$ cat config.mk
export PLATFORM = sky130hd
export DESIGN_NAME = ringHeadFifo
export DESIGN_NICKNAME = d
export VERILOG_FILES = /design/src/rtl/ringFifoPkg.sv /design/src/rtl/ringFifoPtr.sv /design/src/rtl/ringFifoDatapath.sv /design/src/rtl/ringFifoCtrl.sv /design/src/rtl/ringHeadFifo.sv
export SDC_FILE = /design/constraint.sdc
export NUM_CORES = 1
export LEC_CHECK = 0
export BUFFER_PORTS_ARGS = -buffer_cell sky130_fd_sc_hd__buf_2
export CORE_MARGIN = 1.5
export CORE_UTILIZATION = 46
export DETAILED_ROUTE_END_ITERATION = 10
export PLACE_DENSITY = 0.77
export SYNTH_ARGS = -nofsm -noshare
export SYNTH_HDL_FRONTEND = slang
export SYNTH_SLANG_ARGS = --single-unit
$ cat constraint.sdc
create_clock -name clk -period 1.77 [get_ports clk]
set_input_delay 0 -clock clk [delete_from_list [all_inputs] [get_ports clk]]
set_output_delay 0 -clock clk [all_outputs]
set_load 0.02 [all_outputs]
$ cat src/rtl/ringFifoPkg.sv
package ringFifoPkg;

  typedef enum logic [1:0] {
    ST_IDLE  = 2'd0,
    ST_WRITE = 2'd1,
    ST_READ  = 2'd2
  } ctrlState_e;

  typedef struct packed {
    logic headFromIn;
    logic headFromCell;
    logic latchWr;
    logic advWr;
    logic advRd;
  } dpStrobes_t;

endpackage

$ cat src/rtl/ringFifoPtr.sv
module ringFifoPtr #(
  parameter int unsigned SLOTS = 3,
  parameter int unsigned PTR_W = 2
) (
  input  logic             clk,
  input  logic             rstN,
  input  logic             adv,
  output logic [PTR_W-1:0] ptr
);
  localparam logic [PTR_W-1:0] FIRST = PTR_W'(1);
  localparam logic [PTR_W-1:0] LAST  = PTR_W'(SLOTS);

  always_ff @(posedge clk or negedge rstN) begin
    if (!rstN) begin
      ptr <= FIRST;
    end else if (adv) begin
      ptr <= (ptr == LAST) ? FIRST : ptr + FIRST;
    end
  end
endmodule

$ cat src/rtl/ringFifoDatapath.sv
module ringFifoDatapath
  import ringFifoPkg::*;
#(
  parameter int unsigned DATA_W     = 2,
  parameter int unsigned RING_CELLS = 3,
  parameter int unsigned IDX_W      = 2
) (
  input  logic              clk,
  input  logic              rstN,
  input  dpStrobes_t        strobes,
  input  logic [DATA_W-1:0] inData,
  input  logic [DATA_W-1:0] cellRdData,
  output logic [DATA_W-1:0] headData,
  output logic [DATA_W-1:0] wrData,
  output logic [IDX_W-1:0]  wrIdx,
  output logic [IDX_W-1:0]  rdIdx
);

  always_ff @(posedge clk or negedge rstN) begin
    if (!rstN) begin
      headData <= '0;
    end else if (strobes.headFromIn) begin
      headData <= inData;
    end else if (strobes.headFromCell) begin
      headData <= cellRdData;
    end
  end

  always_ff @(posedge clk or negedge rstN) begin
    if (!rstN) begin
      wrData <= '0;
    end else if (strobes.latchWr) begin
      wrData <= inData;
    end
  end

  ringFifoPtr #(.SLOTS(RING_CELLS), .PTR_W(IDX_W)) wrPtr_i (
    .clk (clk),
    .rstN(rstN),
    .adv (strobes.advWr),
    .ptr (wrIdx)
  );

  ringFifoPtr #(.SLOTS(RING_CELLS), .PTR_W(IDX_W)) rdPtr_i (
    .clk (clk),
    .rstN(rstN),
    .adv (strobes.advRd),
    .ptr (rdIdx)
  );

endmodule

$ cat src/rtl/ringFifoCtrl.sv
module ringFifoCtrl
  import ringFifoPkg::*;
#(
  parameter int unsigned CAP   = 4,
  parameter int unsigned CNT_W = 3
) (
  input  logic             clk,
  input  logic             rstN,
  input  logic             inValid,
  input  logic             outReady,
  input  logic             cellWrAck,
  input  logic             cellRdAck,
  output logic             inReady,
  output logic             outValid,
  output logic             cellWrReq,
  output logic             cellRdReq,
  output dpStrobes_t       strobes,
  output logic [CNT_W-1:0] occCount
);
  localparam logic [CNT_W-1:0] ONE  = CNT_W'(1);
  localparam logic [CNT_W-1:0] FULL = CNT_W'(CAP);

  ctrlState_e state, stateNext;
  logic [CNT_W-1:0] countNext;
  logic idle, outFire, inFire, isEmpty;

  always_comb begin
    idle     = (state == ST_IDLE);
    isEmpty  = (occCount == '0);
    outValid = idle && !isEmpty;
    outFire  = outValid && outReady;
    inReady  = idle && (occCount < FULL) && !outFire;
    inFire   = inValid && inReady;
    cellWrReq = (state == ST_WRITE);
    cellRdReq = (state == ST_READ);

    strobes.headFromIn   = inFire && isEmpty;
    strobes.latchWr      = inFire && !isEmpty;
    strobes.headFromCell = cellRdReq && cellRdAck;
    strobes.advWr        = cellWrReq && cellWrAck;
    strobes.advRd        = cellRdReq && cellRdAck;
  end

  always_comb begin
    stateNext = state;
    countNext = occCount;
    unique case (state)
      ST_IDLE: begin
        if (outFire) begin
          if (occCount == ONE) countNext = '0;
          else                 stateNext = ST_READ;
        end else if (inFire) begin
          if (isEmpty) countNext = ONE;
          else         stateNext = ST_WRITE;
        end
      end
      ST_WRITE: begin
        if (cellWrAck) begin
          countNext = occCount + ONE;
          stateNext = ST_IDLE;
        end
      end
      ST_READ: begin
        if (cellRdAck) begin
          countNext = occCount - ONE;
          stateNext = ST_IDLE;
        end
      end
      default: stateNext = ST_IDLE;
    endcase
  end

  always_ff @(posedge clk or negedge rstN) begin
    if (!rstN) begin
      state    <= ST_IDLE;
      occCount <= '0;
    end else begin
      state    <= stateNext;
      occCount <= countNext;
    end
  end

endmodule

$ cat src/rtl/ringHeadFifo.sv
module ringHeadFifo
  import ringFifoPkg::*;
#(
  parameter int unsigned DATA_W     = 2,
  parameter int unsigned RING_CELLS = 3,
  localparam int unsigned CAP       = RING_CELLS + 1,
  localparam int unsigned IDX_W     = $clog2(RING_CELLS + 1),
  localparam int unsigned CNT_W     = $clog2(CAP + 1)
) (
  input  logic              clk,
  input  logic              rstN,
  input  logic              inValid,
  output logic              inReady,
  input  logic [DATA_W-1:0] inData,
  output logic              outValid,
  input  logic              outReady,
  output logic [DATA_W-1:0] outData,
  output logic              cellWrReq,
  output logic [IDX_W-1:0]  cellWrIdx,
  output logic [DATA_W-1:0] cellWrData,
  input  logic              cellWrAck,
  output logic              cellRdReq,
  output logic [IDX_W-1:0]  cellRdIdx,
  input  logic              cellRdAck,
  input  logic [DATA_W-1:0] cellRdData
);

  dpStrobes_t       strobes;
  logic [CNT_W-1:0] occCount;

  ringFifoCtrl #(.CAP(CAP), .CNT_W(CNT_W)) ctrl_i (
    .clk      (clk),
    .rstN     (rstN),
    .inValid  (inValid),
    .outReady (outReady),
    .cellWrAck(cellWrAck),
    .cellRdAck(cellRdAck),
    .inReady  (inReady),
    .outValid (outValid),
    .cellWrReq(cellWrReq),
    .cellRdReq(cellRdReq),
    .strobes  (strobes),
    .occCount (occCount)
  );

  ringFifoDatapath #(.DATA_W(DATA_W), .RING_CELLS(RING_CELLS), .IDX_W(IDX_W)) dp_i (
    .clk       (clk),
    .rstN      (rstN),
    .strobes   (strobes),
    .inData    (inData),
    .cellRdData(cellRdData),
    .headData  (outData),
    .wrData    (cellWrData),
    .wrIdx     (cellWrIdx),
    .rdIdx     (cellRdIdx)
  );

endmodule

# Yosys cells after proc, flatten, opt, wreduce, memory -nomap -nowiden
# Index checks and enable logic that the tools add are counted.
[classes]
eq_ne = 12
n_mux = 18
n_addsub = 4
magnitude_cmp = 1
reduce_logical = 17
[ops]
columns = ["cell", "n"]
rows = [
  ["$mux 2", 10],
  ["$mux 3", 6],
  ["$ne 3x3->1 const B", 5],
  ["$logic_and 1x1->1", 9],
  ["$pmux 3 s3", 1],
  ["$eq 2x2->1 const B", 3],
  ["$pmux 2 s3", 1],
  ["$reduce_and 6->1", 1],
  ["$reduce_and 5->1", 1],
  ["$add 2x1->2 const B", 2],
  ["$ne 2x1->1 const B", 2],
  ["$add 3x1->3 const B", 1],
  ["$eq 3x1->1 const B", 1],
  ["$logic_not 3->1", 1],
  ["$lt 3x3->1 const B", 1],
  ["$reduce_bool 3->1", 1],
  ["$sub 3x1->3 const B", 1],
  ["$eq 2x1->1 const B", 1],
  ["$logic_not 1->1", 2],
  ["$logic_not 2->1", 1],
  ["$reduce_bool 2->1", 1],
]
[totals]
out_inout_bits = 12
word_cells = 58
ff_bits = 13
inputBits = 10

# Logic depth before layout (Yosys ltp)
[depth]
word_depth = 10
mapped_depth = 7

# By module
# A second synthesis with hierarchy kept.
[unflattened]
cells_unflattened = 83
area_unflattened_um2 = 830.8
[modules_own_cells]
columns = ["module", "cells_each", "instances", "seq_area_each_um2", "area_each_um2"]
rows = [
  ["ringFifoCtrl", 55, 1, 125.1, 490.5],
  ["ringFifoPtr", 8, 2, 51.3, 90.1],
  ["ringFifoDatapath", 12, 1, 100.1, 160.2],
]

# Worst setup path before layout
# OpenSTA, ideal clock, no wires.
[synth_path]
kind = "register to register"
start = "register ctrl_i.state[1]"
end = "register ctrl_i.occCount[2]"
arrival_time_ps = 1692
path_slack_ps = -47
required_time_ps = 1645
setup_time_ps = 125
n_path_buf = 1
path_stages_with_launch = 7
path_cell_list = "dfrtp_1 -> inv_1 -> ha_1 -> clkbuf_1 -> inv_1 -> o2111ai_2 -> mux2_4"
[synth_between]
elab_cells_between_ends = 18
cone_classes = "eq/ne (7); mux (2); reduce/logical (9)"
[synth_lines]
columns = ["element", "line_no", "text"]
rows = [
  ["start: declaration", "ringFifoCtrl.sv:23", "ctrlState_e state, stateNext;"],
  ["start signal: assignment", "ringFifoCtrl.sv:78", "state <= stateNext;"],
  ["$eq 2x1->1 *", "--", ""],
  ["via cellWrReq", "ringHeadFifo.sv:18", "output logic cellWrReq,"],
  ["$ne 2x1->1 (no line) / $reduce_bool 3->1 (equally long branches)", "--", ""],
  ["$reduce_and 6->1 (no line)", "--", ""],
  ["end signal: assignment", "ringFifoCtrl.sv:79", "occCount <= countNext;"],
  ["end: declaration", "ringFifoCtrl.sv:18", "output logic [CNT_W-1:0] occCount"],
]
# Mark *: on every way through the listed nets, which the timed path passes. The rest lies on a longest branch.
# A chain may end at the register's enable or synchronous reset.

# Worst setup path after layout
[layout_path]
start = "register ctrl_i.occCount[0]"
end = "register ctrl_i.occCount[2]"
[layout_between]
elab_chain_cells = 9
elab_cells_between_ends = 20
cone_classes = "add/sub (2); order compare (1); eq/ne (4); mux (4); reduce/logical (9)"
[layout_lines]
columns = ["element"]
rows = [
  ["branches (longest 9 deep; another with $lt 3x3->1)"],
]
# Parallel ways; which one is timed is not known. The select of a mux whose other input is x is not followed.

==> metrics <==
outcome=complete, no violations; asr flop ratio synth=100%; Place WS=0.0704 ns; Syn Nets=104; reg2reg path depth=5; Pwr Density=1860 nW/um^2; most frequent cell after synthesis=dfrtp_1; Final Max Slew Viols=0; min-delay worst type=in2reg; full die area=2090 um^2; first-pass detailed-route iteration total=4; CTS tree=yes; cell accounting for the most synthesized area=dfrtp_1; DIE WIDTH=45.7 um; fin nets=140; Worst-path clk slew=0.08 ns; worst reg2reg endpoint=ctrl_i.occCount[2]$_DFFE_PN0P_; Avg Vias per Cell=5.13; post-DP HPWL=1.42 mm; fin area=1110 um^2; IO Count=22; Final GP Congestion=0.803; Inserted Clock Buffers=3; Die Ht=45.7 um; clk_lat worst skew=0.28 ns; Top FF cell, synth=dfrtp_1; mean routed wirelength per cell=13.3 um; Worst EP required=1.94 ns; post-synthesis instance area=840 um^2; Rows=15; Root Driver=clkbuf_4; Post-route DRC=0; setup violators final=0; Final ANT Viol Nets=0; Routed WL=1.92 mm; initial core utilization=48.6%; Area Overhead vs Synth=31.7%; total congestion overflow=0; slew margin rel.=79.7%; Syn Inst Count=84; worst vdd ir=1.18 mV; reg-to-reg setup timing slack=0.06 ns; Leakage=0.000553 uW; Vias=739; GRT Util Overall=19.9%; # port buffers=21; Yosys top cell area share=32.8%; top cells by count, synth=dfrtp_1 (11), ha_1 (10), inv_1 (10); Internal=1110 uW; EDFF count, synth=0; CP endpoint kind=flip-flop; Logic pwr share=63.8%; setup ws final=0.0584 ns; Max FO, Critical Path=5; synth top area cells=dfrtp_1 (33%), ha_1 (15%), dfstp_2 (6.3%); CTS HTree Levels=1; number of distinct library cells after synthesis=27; Min Clock Period, post-route=1.71 ns; CTS max path bufs=2; layout cells sized above 1=32.8%; Setup CP Type=reg2reg; sequential area share after synthesis=39.0%; first-pass GRT wire length=2.92 mm; hold depth=3; hold_sp=cellRdData[1]; sequential share of power=27.0%; final core occ=64.1%; max-cap violation count=0; clock network power share=9.2%; period utilization=96.7%; Slew @ Worst Pin=0.305 ns; pin count of the biggest net entering global routing=14; Synth Warn #=0; WHS Endpoint=dp_i.headData[1]$_DFFE_PN0P_; Area after DPL=1010 um^2; sw frac=46.1%; Antenna Cells=0; clk_skew=0.000775 ns; syn_area_per_cell=9.99 um^2; RR Startpoint=ctrl_i.occCount[0]$_DFFE_PN0P_; total net switching power=950 uW; Core Box Area=1730 um^2; initial antenna violation count=0; DR iter-0 viols=6; number of global-route vias before repair=661; CTS sink count=13; Yosys reg bits=13; WP data arrival=1.89 ns; Fin. Hold Viols=0; critical path launch point type=flip-flop; fmax=584 MHz
-- power groups by stage --
stage	logic, uW	clock network [uW]	registers [uW]
global placement	1200	0	547
global route	1450	215	577
detailed placement	1230	0	563
floorplan	743	0	657
finish	1310	191	557
CTS	1250	190	557
-- registers in the layout (all words and copies together), names as in the netlist --
register	cells
ctrl_i.state	2
dp_i.wrData	2
ctrl_i.occCount	3
dp_i.rdPtr_i.ptr	2
dp_i.headData	2
dp_i.wrPtr_i.ptr	2
-- layout by cell type (no fill, tap or decap), types with 4 or more instances in the layout --
cell           instances
a21oi_1                8
buf_2                 21
buf_4                  7
dfrtp_1               11
dlygate4sd3_1          4
ha_1                  10
inv_1                 10
mux2i_1                4
nand2_1                6
nand2b_1               4
o21ai_0                6
-- per-layer routing --
metal | wire [um] | global-route usage [%]
met5 | 0 | 0
met4 | 46 | 6.86
met3 | 49 | 3.57
met2 | 933 | 34.4
met1 | 890 | 24.6
-- stage by stage --
| step | instances | power (uW) | hold slack (ns) | setup TNS (ns) |
|---|---|---|---|---|
| after floorplan | 84 | 1400 | -0.296 | 0 |
| after global placement | 134 | 1740 | -0.0983 | 0 |
| after CTS | 142 | 1990 | 0.0301 | 0 |
| after detailed placement | 134 | 1790 | -0.0960 | 0 |
| final | 144 | 2060 | 0.0215 | 0 |
| after global routing | 144 | 2240 | 0.0525 | -0.00743 |
-- worst max-delay path, stage by stage (launching register included) --
cell	delay, ns
dfrtp_1	0.41
inv_1	0.10
ha_1	0.27
o311ai_2	0.31
o2111ai_2	0.19
mux2_4	0.32
-- how the worst max path moves through the flow --
stage	from	to	slack, ns
2_1_floorplan	ctrl_i.state[1]$_DFFE_PN0P_	ctrl_i.occCount[2]$_DFFE_PN0P_	0.03
3_3_place_gp	ctrl_i.occCount[0]$_DFFE_PN0P_	ctrl_i.occCount[2]$_DFFE_PN0P_	0.16
3_5_place_dp	ctrl_i.occCount[0]$_DFFE_PN0P_	dp_i.wrData[1]$_DFFE_PN0P_	0.07
4_1_cts	ctrl_i.occCount[0]$_DFFE_PN0P_	dp_i.wrData[1]$_DFFE_PN0P_	0.06
5_1_grt	ctrl_i.occCount[0]$_DFFE_PN0P_	ctrl_i.occCount[2]$_DFFE_PN0P_	-0.007
6_report	ctrl_i.occCount[0]$_DFFE_PN0P_	ctrl_i.occCount[2]$_DFFE_PN0P_	0.06
-- what timing repair did --
item,4_1_cts,5_1_grt
resized for setup,0,2
setup endpoints to repair,0,4
hold endpoints to repair,19,0
hold buffers,4,0
setup buffers,0,2
-- logic make-up (layout without fill, tap and decap cells) --
logic type	count (synthesis)	in the layout	synth area share [%]
AND/OR/NAND/NOR	21	21	14.3
multiplexers	7	7	9.24
flip-flops	13	13	39.0
AO/OA/AOI/OAI	22	22	17.6
buffers and inverters	11	46	4.92
adder cells (fa/ha/maj)	10	10	14.9
-- cell type report --
type                       instances  area (um^2)
fill                             140          621
multi-input combinational         60          485
sequential                        13          328
timing repair buffer              32          198
inverter                          10         37.5
tap                               25         31.3
clock buffer                       4         26.3
No activity file was read; power rests on OpenSTA's default activity.
